[config.mk]
export PLATFORM = sky130hd
export DESIGN_NAME = secs_timer
export DESIGN_NICKNAME = d
export VERILOG_FILES = /design/src/rtl/secs_timer_pkg.sv /design/src/rtl/secs_timer_prescaler.sv /design/src/rtl/secs_timer_counter.sv /design/src/rtl/secs_timer_regs.sv /design/src/rtl/secs_timer.sv
export SDC_FILE = /design/constraint.sdc
export NUM_CORES = 1
export LEC_CHECK = 0
export BUFFER_PORTS_ARGS = -buffer_cell sky130_fd_sc_hd__buf_2
export CORE_MARGIN = 3
export CORE_UTILIZATION = 62
export CTS_BUF_LIST = sky130_fd_sc_hd__clkbuf_8
export CTS_CLUSTER_SIZE = 20
export DETAILED_ROUTE_END_ITERATION = 8
export PLACE_DENSITY_LB_ADDON = 0.15
export SLEW_MARGIN = 20
export SYNTH_ARGS = -nofsm -noshare
export SYNTH_HDL_FRONTEND = slang
export SYNTH_HIERARCHICAL = 1
export SYNTH_SLANG_ARGS = --single-unit
[constraint.sdc]
create_clock -name clk -period 4.6 [get_ports clk]
set_input_delay 1.15 -clock clk [delete_from_list [all_inputs] [get_ports clk]]
set_output_delay 1.15 -clock clk [all_outputs]
set_load 0.02 [all_outputs]
[src/rtl/secs_timer_pkg.sv]
package secs_timer_pkg;

    localparam int unsigned DEF_PRE_W  = 16;
    localparam int unsigned DEF_CNT_W  = 32;
    localparam int unsigned DEF_DATA_W = 32;
    localparam int unsigned DEF_ADDR_W = 4;

    typedef enum logic [1:0] {
        REG_MODE   = 2'd0,
        REG_ALARM  = 2'd1,
        REG_VALUE  = 2'd2,
        REG_STATUS = 2'd3
    } reg_sel_e;

    // interrupt enables, packed so inc_ie is the upper bit
    typedef struct packed {
        logic inc_ie;
        logic alm_ie;
    } irq_en_t;

    // sticky flags; alm is bit 0, inc is bit 1
    typedef struct packed {
        logic inc;
        logic alm;
    } evt_t;

    typedef struct packed {
        logic     valid;
        reg_sel_e sel;
    } decode_t;

    function automatic decode_t decode_addr(input logic [31:0] a);
        decode_t d;
        d.valid = (a[31:4] == 28'd0) && (a[1:0] == 2'b00);
        d.sel   = reg_sel_e'(a[3:2]);
        return d;
    endfunction

    function automatic logic irq_level(input evt_t s, input irq_en_t e);
        return (s.alm & e.alm_ie) | (s.inc & e.inc_ie);
    endfunction

endpackage

[src/rtl/secs_timer_prescaler.sv]
module secs_timer_prescaler #(
    parameter int unsigned PRE_W = secs_timer_pkg::DEF_PRE_W
) (
    input  logic             clk,
    input  logic             rst,
    input  logic             restart,
    input  logic             tick,
    input  logic [PRE_W-1:0] reload,
    output logic             step
);
    logic [PRE_W-1:0] phase_q;
    logic [PRE_W-1:0] terminal;

    // reload - 1 in PRE_W bits: a reload of 0 wraps to all-ones, i.e. 2**PRE_W ticks
    assign terminal = reload - PRE_W'(1);
    assign step     = tick && !restart && (phase_q == terminal);

    always_ff @(posedge clk) begin
        if (rst || restart) begin
            phase_q <= '0;
        end else if (tick) begin
            phase_q <= (phase_q == terminal) ? '0 : phase_q + PRE_W'(1);
        end
    end
endmodule

[src/rtl/secs_timer_counter.sv]
module secs_timer_counter #(
    parameter int unsigned CNT_W = secs_timer_pkg::DEF_CNT_W
) (
    input  logic             clk,
    input  logic             rst,
    input  logic             restart,
    input  logic             step,
    input  logic [CNT_W-1:0] alarm,
    output logic [CNT_W-1:0] count,
    output logic             alarm_hit
);
    logic [CNT_W-1:0] count_nx;

    assign count_nx  = count + CNT_W'(1);
    assign alarm_hit = step && (count_nx == alarm);

    always_ff @(posedge clk) begin
        if (rst || restart) begin
            count <= '0;
        end else if (step) begin
            count <= count_nx;
        end
    end
endmodule

[src/rtl/secs_timer_regs.sv]
module secs_timer_regs
    import secs_timer_pkg::*;
#(
    parameter int unsigned PRE_W  = DEF_PRE_W,
    parameter int unsigned CNT_W  = DEF_CNT_W,
    parameter int unsigned DATA_W = DEF_DATA_W,
    parameter int unsigned ADDR_W = DEF_ADDR_W
) (
    input  logic              clk,
    input  logic              rst,
    input  logic [ADDR_W-1:0] bus_addr,
    input  logic              bus_wr,
    input  logic              bus_rd,
    input  logic [DATA_W-1:0] bus_wdata,
    input  logic [CNT_W-1:0]  count,
    input  logic              step,
    input  logic              alarm_hit,
    output logic [DATA_W-1:0] bus_rdata,
    output logic              irq,
    output logic              restart,
    output logic [PRE_W-1:0]  reload,
    output logic [CNT_W-1:0]  alarm,
    output evt_t              flags,
    output irq_en_t           enables
);
    localparam int unsigned ALM_IE_BIT  = PRE_W;
    localparam int unsigned INC_IE_BIT  = PRE_W + 1;
    localparam int unsigned RESTART_BIT = PRE_W + 2;
    localparam int unsigned MODE_W      = PRE_W + 2;
    localparam logic [PRE_W-1:0] RELOAD_RST = {1'b1, {(PRE_W-1){1'b0}}};

    decode_t dec;
    logic    wr_mode, wr_alarm, rd_status;
    evt_t    flags_nx;

    assign dec       = decode_addr(32'(bus_addr));
    assign wr_mode   = bus_wr && dec.valid && (dec.sel == REG_MODE);
    assign wr_alarm  = bus_wr && dec.valid && (dec.sel == REG_ALARM);
    assign rd_status = bus_rd && dec.valid && (dec.sel == REG_STATUS);
    assign restart   = wr_mode && bus_wdata[RESTART_BIT];

    logic unused_wdata_hi;
    generate
        if (DATA_W > RESTART_BIT + 1) begin : g_unused_hi
            assign unused_wdata_hi = ^bus_wdata[DATA_W-1:RESTART_BIT+1];
        end else begin : g_no_hi
            assign unused_wdata_hi = 1'b0;
        end
    endgenerate

    always_ff @(posedge clk) begin
        if (rst) begin
            reload  <= RELOAD_RST;
            enables <= '0;
        end else if (wr_mode) begin
            reload         <= bus_wdata[PRE_W-1:0];
            enables.alm_ie <= bus_wdata[ALM_IE_BIT];
            enables.inc_ie <= bus_wdata[INC_IE_BIT];
        end
    end

    always_ff @(posedge clk) begin
        if (rst) begin
            alarm <= '1;
        end else if (wr_alarm) begin
            alarm <= bus_wdata[CNT_W-1:0];
        end
    end

    // an event in the same cycle as a clearing read keeps its flag
    always_comb begin
        flags_nx.alm = alarm_hit | (flags.alm & ~rd_status);
        flags_nx.inc = step      | (flags.inc & ~rd_status);
    end

    always_ff @(posedge clk) begin
        if (rst) flags <= '0;
        else     flags <= flags_nx;
    end

    always_comb begin
        bus_rdata = '0;
        if (dec.valid) begin
            unique case (dec.sel)
                REG_MODE:   bus_rdata = DATA_W'({enables, reload});
                REG_ALARM:  bus_rdata = DATA_W'(alarm);
                REG_VALUE:  bus_rdata = DATA_W'(count);
                REG_STATUS: bus_rdata = DATA_W'(flags);
                default:    bus_rdata = '0;
            endcase
        end
    end

    assign irq = irq_level(flags, enables);

    initial begin
        if (DATA_W < MODE_W + 1 || DATA_W < CNT_W) $error("bus too narrow for the mode or count fields");
    end
endmodule

[src/rtl/secs_timer.sv]
module secs_timer
    import secs_timer_pkg::*;
#(
    parameter int unsigned PRE_W  = DEF_PRE_W,
    parameter int unsigned CNT_W  = DEF_CNT_W,
    parameter int unsigned DATA_W = DEF_DATA_W,
    parameter int unsigned ADDR_W = DEF_ADDR_W
) (
    input  logic              clk,
    input  logic              rst,
    input  logic              slow_tick,
    input  logic [ADDR_W-1:0] bus_addr,
    input  logic              bus_wr,
    input  logic              bus_rd,
    input  logic [DATA_W-1:0] bus_wdata,
    output logic [DATA_W-1:0] bus_rdata,
    output logic              irq
);
    logic             restart, step, alarm_hit;
    logic [PRE_W-1:0] reload;
    logic [CNT_W-1:0] count_q, alarm_q;
    evt_t             flags_q;
    irq_en_t          enables_q;

    secs_timer_prescaler #(.PRE_W(PRE_W)) u_presc (
        .clk     (clk),
        .rst     (rst),
        .restart (restart),
        .tick    (slow_tick),
        .reload  (reload),
        .step    (step)
    );

    secs_timer_counter #(.CNT_W(CNT_W)) u_count (
        .clk       (clk),
        .rst       (rst),
        .restart   (restart),
        .step      (step),
        .alarm     (alarm_q),
        .count     (count_q),
        .alarm_hit (alarm_hit)
    );

    secs_timer_regs #(
        .PRE_W (PRE_W),
        .CNT_W (CNT_W),
        .DATA_W(DATA_W),
        .ADDR_W(ADDR_W)
    ) u_regs (
        .clk       (clk),
        .rst       (rst),
        .bus_addr  (bus_addr),
        .bus_wr    (bus_wr),
        .bus_rd    (bus_rd),
        .bus_wdata (bus_wdata),
        .count     (count_q),
        .step      (step),
        .alarm_hit (alarm_hit),
        .bus_rdata (bus_rdata),
        .irq       (irq),
        .restart   (restart),
        .reload    (reload),
        .alarm     (alarm_q),
        .flags     (flags_q),
        .enables   (enables_q)
    );
endmodule

Word-level counts from Yosys, hierarchy flattened
Cells that the tools add are included.
- bits in registers: 100
- bits in latches: 0
- memory bits (writable): 0
- bits in read-only memories: 0
- logic and storage cells: 40
- memories kept: 0
- $add $sub $neg: 3
- $mul: 0
- div/mod/pow operators: 0
- magnitude comparators: 0
- eq/ne operators: 5
- shift-type cells: 0
- mux-type cells: 3
- bitwise operators: 8
- reductions and logical operators: 13
- operators by type and width (operator ; number):
    32-bit one-hot mux with 4 select lines ; 1
    32-bit by 1-bit adder with 32-bit output (second input constant) ; 1
    32-bit equality test ; 1
    32-bit 2-to-1 mux ; 1
    16-bit by 1-bit adder with 16-bit output (second input constant) ; 1
    16-bit equality test ; 1
    16-bit 2-to-1 mux ; 1
    16-bit by 1-bit subtractor with 16-bit output (second input constant) ; 1
    1-bit logical AND ; 9
    1-bit AND ; 4
    2-bit equality test (second input constant) ; 2
    2-bit zero test ; 2
    1-bit OR ; 3
    2-bit by 1-bit equality test with 1-bit output (second input constant) ; 1
    1-bit zero test ; 1
    1-bit logical OR ; 1
    1-bit NOT ; 1

Depth between registers and ports, before layout
- depth in word-level cells: 9
- depth in mapped cells: 18
- depth with buffers taken out: 17

Cells and area by module
The synthesis kept the hierarchy.
- modules (own cells, without submodules) (module ; times used ; cells an instance ; area each (sq um) ; sequential area each (sq um)):
    secs_timer_regs ; 1 ; 325 ; 2847.7 ; 1041.0
    secs_timer_counter ; 1 ; 349 ; 2651.3 ; 640.6
    secs_timer_prescaler ; 1 ; 170 ; 1335.0 ; 320.3

Least setup slack after synthesis
Ideal clock, no wire load.
- path type: reg2reg
- start point: reg u_regs.reload[0]
- end point: reg u_regs/flags[0] (netlist bit)
- setup time: 70 ps
- arrival: 3619 ps
- required time: 4530 ps
- path slack: 911 ps
- cell stages (with the launch flop): 16
- path buffers: 0
- clock period less this slack: 3689 ps
- cell sequence: dfxtp_1 -> or4_4 -> or3_4 -> or4_2 -> o311a_1 -> nor2_1 -> nand3_1 -> nor2_1 -> nand3_1 -> nor4_1 -> nand4_1 -> nor4_1 -> nand4_1 -> nor4_2 -> inv_1 -> a21oi_1
- word-level cells in the longest chain between the ends: 5
- ends and longest elaborated chain (element ; line ; text):
    from (decl) ; secs_timer_regs.sv:21 ; output logic [PRE_W-1:0] reload,
    from (signal assigned) ; secs_timer_regs.sv:56 ; reload <= bus_wdata[PRE_W-1:0];
    16-bit by 1-bit subtractor with 16-bit output ; secs_timer_prescaler.sv:15 ; assign terminal = reload - PRE_W'(1);
    16-bit equality test ; secs_timer_prescaler.sv:16 ; assign step = tick && !restart && (phase_q == terminal);
    1-bit logical AND ; secs_timer_prescaler.sv:16 ;
    named net step ; secs_timer.sv:19 ; logic restart, step, alarm_hit;
    1-bit logical AND ; secs_timer_counter.sv:15 ; assign alarm_hit = step && (count_nx == alarm);
    named net alarm_hit ; secs_timer.sv:19 ;
    1-bit OR ; secs_timer_regs.sv:72 ; flags_nx.alm = alarm_hit | (flags.alm & ~rd_status);
    to (signal assigned) ; secs_timer_regs.sv:78 ; else flags <= flags_nx;
    to (decl) ; secs_timer_regs.sv:23 ; output evt_t flags,
The timed path passes the listed nets, and every way through them passes these cells.
A chain may end at the register's enable or synchronous reset.

Worst setup path after layout
Ends and elaborated chain as after synthesis.

==> results.md <==
* GRT overflow at 0
* Met3 Track Usage GR at 0.0573
* Initial antenna violation count at 0
* Dpl cell area at 0.00711 mm2
* Crit path max fanout at 9
* Post-CTS Setup Inserts at 0
* Synth-to-Final Area Change at 7.14%
* Initial Utilization at 0.650
* Largest net degree at the start of global routing at 65
* Met2 Usage GRT at 0.475
* Synth warn at 6
* All-layer global routing usage at 0.299
* ANT cells at 0
* Path depth of the worst reg2reg path at 17
* Wire per inst at 18.2 um
* Max Slew Vio Count at 0
* GRT busiest layer: met2
* Critical path arrival at 4.52 ns
* Pint at 0.00123 W
* DRT antenna net count at 0
* Final Cycle Share at 0.913
* Critical path buffers and inverters at 2
* Number of global-route vias before repair at 5981
* IO buf count at 73
* Synth cell types at 80
* Sequential element share of the synthesized area at 0.293
* CTS tree: yes
* CTS H-Tree Depth at 3
* Total nets after synthesis at 888
* Share of cells above drive strength 1 at 0.146
* HPWL reported at the end of detailed placement at 13400 um
* Logic pwr share at 0.106
* RR Startpoint: u_regs/reload[0]$_SDFFE_PP0P_
* Critical Path Max Stage Delay at 0.67 ns
* Leak pwr at 2.69 nW
* Row count at 37
* Mapped Cells at 844
* Clock latency on the worst-skew pair at 0.39 ns
* PnR Total Power at 0.00167 W
* Pin slew with the least headroom to its limit at 1.06 ns
* Critical Path RT at 4.92 ns
* Remaining DRCs at 0
* Top_reg_cell synth: dfxtp_1
* Setup Viol. Count Final at 0
* Post-Synthesis Cell Area at 0.00683 mm2
* Final Instance Count excl. Fillers at 1013
* EDFF count, synth at 0
* Net Sw Power at 0.000439 W
* Critical path type: reg2reg
* Clock skew at 0.0104 ns
* Met1 Usage GRT at 0.421
* Post-layout nets at 916
* Die Y at 111 um
* Length of the first detailed-routing pass in iterations at 5
* Nature of the critical path startpoint: register
* Root buf cell: clkbuf_8
* First-pass GRT wire length at 30300 um
* # hold bufs at CTS at 0
* Maximum clock frequency at 0.238 GHz
* Hold EP: u_regs/flags[1]$_SDFF_PP0_
* Part of the power in registers at 0.531
* Core area at 0.0105 mm2
* Num CTS Buffers at 9
* Clock transition at path regs at 0.10 ns
* Worst R2R End: u_regs/flags[0]$_SDFF_PP0_
* Post-Place Cells at 997
* Die area at 0.0123 mm2
* RD Place Congestion at 0.891
* Final worst slack at 0.400 ns
* Routed vias at 6301
* Power density over the cells at 228 mW/mm2
* Sw Share at 0.263
* Total wire length at 18400 um
* RSZ-0062 raised after global routing: no
* Maxcap violations at 0
* Fin area at 0.00732 mm2
* #FFs+latches synth at 100
* VDD IR max at 0.227 mV
* Die W at 111 um
* Clk pwr share at 0.363
* Crit-path cells: inv_1, ha_1, or4b_2, a2111oi_0, o21ai_0, a22oi_1, nor3b_2, nand3_1, nor2_1, nand3_1, nor4_1, nand4_1, nor4_1, nand4_1, nor4_2, inv_1, a21oi_1
* Relative slew slack at 0.296
* DR vias/cell at 6.22
* IO Count at 74
* Post-layout min period at 4.20 ns
* Status: finished clean
* Clock sinks at 100
* Critical Path Sink Type: register
* Flop2flop setup slack at 0.40 ns
* Worst slack at placement at 0.446 ns
* Post-synthesis average cell area at 8.10 um2
* DRT iter0 DRCs at 611
* Min-Delay Path Depth at 2
* Min-Delay Path Class: reg2reg
* Hold Startpoint: u_regs/flags[1]$_SDFF_PP0_
* CTS Buffer Depth at 2
* Critical-path top delay cell: or4b_2
* Crit-path leading delay family: simple AND/OR/NAND/NOR gates
* Final TNS setup at 0 ns
* Hold Violations, Final at 0
* FFs w/ async S/R, synth at 0
## per-layer routing
layer  share of wire  vias to the layer above
met5               0                        -
met4           0.014                        0
met3           0.071                       26
met2            0.46                      261
met1            0.46                     3005
li1                -                     3009
## through the flow
stage           util  hold WS (ns)
6_report       0.697         0.537
3_3_place_gp   0.676         0.501
2_1_floorplan      -         0.460
4_1_cts        0.696         0.534
3_5_place_dp   0.676         0.513
5_1_grt        0.697         0.542
## timing repair
action | 4_1_cts | 5_1_grt
endpoints found under the setup margin | 0 | 1
hold endpoints to repair | 0 | 0
gates resized for setup | 0 | 1
## tightest hold or removal path, delay by kind of cell (launching register included)
kind,cells,cell delay (ns)
flops,1,0.35
compound gates,2,0.15
## final cells by class
cell class | count | area, um2
clock inverter | 5 | 57.6
fill | 850 | 3190
tap | 136 | 170
multi-input combinational | 668 | 4460
sequential | 100 | 2000
clock buffer | 11 | 151
timing repair buffer | 80 | 430
inverter | 13 | 48.8
## cell usage in the layout (no fill, tap or decap), types with 6 or more instances in the layout
cell,n
and4_1,8
a22oi_1,16
clkbuf_8,11
and3_1,14
inv_1,13
mux2i_1,68
nand2b_1,40
nand2_1,29
nand4_1,27
nor2_1,165
nor3_1,9
buf_4,6
dfxtp_1,100
a21oi_1,17
a2bb2oi_1,16
a31oi_1,8
xor2_1,53
nor4_1,10
o21ai_0,12
buf_2,73
nand3_1,29
nor2b_1,11
xnor2_1,41
## power by group through the flow
stage / Combinational [W] / Sequential [W] / Clock, W
after floorplan: 0.000127 / 0.000899 / 0
after global routing: 0.000193 / 0.000887 / 0.000649
final: 0.000177 / 0.000886 / 0.000606
after global placement: 0.000170 / 0.000905 / 0
after detailed placement: 0.000175 / 0.000906 / 0
after CTS: 0.000176 / 0.000885 / 0.000621
## cell families after synthesis
family          after synthesis  share of synthesized area
mux                          70                      0.106
compound gates              108                      0.116
flops                       100                      0.293
buf+inv                      76                     0.0558
simple gates                393                      0.304
xor+xnor                     94                      0.120
fa+ha+maj                     3                    0.00549
## synthesized netlist by cell type, types with 3 or more instances
library cell | number | area [um2]
a22oi_1 | 16 | 120
and3_1 | 15 | 93.8
or3_1 | 5 | 31.3
nor2b_1 | 13 | 81.3
ha_1 | 3 | 37.5
a31oi_1 | 8 | 50.1
buf_6 | 6 | 67.6
nand4_1 | 27 | 169
a2bb2oi_1 | 16 | 140
clkbuf_1 | 33 | 124
dfxtp_1 | 100 | 2000
inv_1 | 13 | 48.8
xnor2_1 | 41 | 359
o31ai_1 | 3 | 22.5
o21ai_0 | 12 | 60.1
nand3_1 | 29 | 145
a21oi_1 | 17 | 85.1
mux2i_1 | 68 | 681
o211ai_1 | 3 | 22.5
nor2_1 | 165 | 619
or4_1 | 4 | 30.0
nor3b_1 | 5 | 37.5
and4_1 | 8 | 70.1
buf_4 | 4 | 30.0
nand2b_1 | 40 | 250
nor3_1 | 9 | 45.0
buf_2 | 16 | 80.1
nand3b_1 | 3 | 22.5
nand2_1 | 29 | 109
buf_1 | 3 | 11.3
xor2_1 | 53 | 464
and2_1 | 5 | 31.3
nor4_1 | 10 | 62.6
## sequential cells by signal, indices dropped and copies added, names as in the netlist
signal / count
u_regs/alarm: 32
u_presc/phase_q: 16
u_regs/reload: 16
u_regs/enables: 2
u_regs/flags: 2
u_count/count: 32
## worst max-delay path by stage
stage | startpoint | slack, ns | end | depth (start not counted)
after floorplan | u_regs/reload[0]$_SDFFE_PP0P_ | 0.91 | u_regs/flags[0]$_SDFF_PP0_ | 15
after global placement | u_regs/reload[0]$_SDFFE_PP0P_ | 0.52 | u_regs/flags[0]$_SDFF_PP0_ | 17
after detailed placement | u_regs/reload[0]$_SDFFE_PP0P_ | 0.45 | u_regs/flags[0]$_SDFF_PP0_ | 17
after CTS | u_regs/reload[0]$_SDFFE_PP0P_ | 0.40 | u_regs/flags[0]$_SDFF_PP0_ | 17
after global routing | u_regs/reload[0]$_SDFFE_PP0P_ | 0.03 | u_regs/flags[0]$_SDFF_PP0_ | 17
final | u_regs/reload[0]$_SDFFE_PP0P_ | 0.40 | u_regs/flags[0]$_SDFF_PP0_ | 17
(Power assumes the default switching activity.)
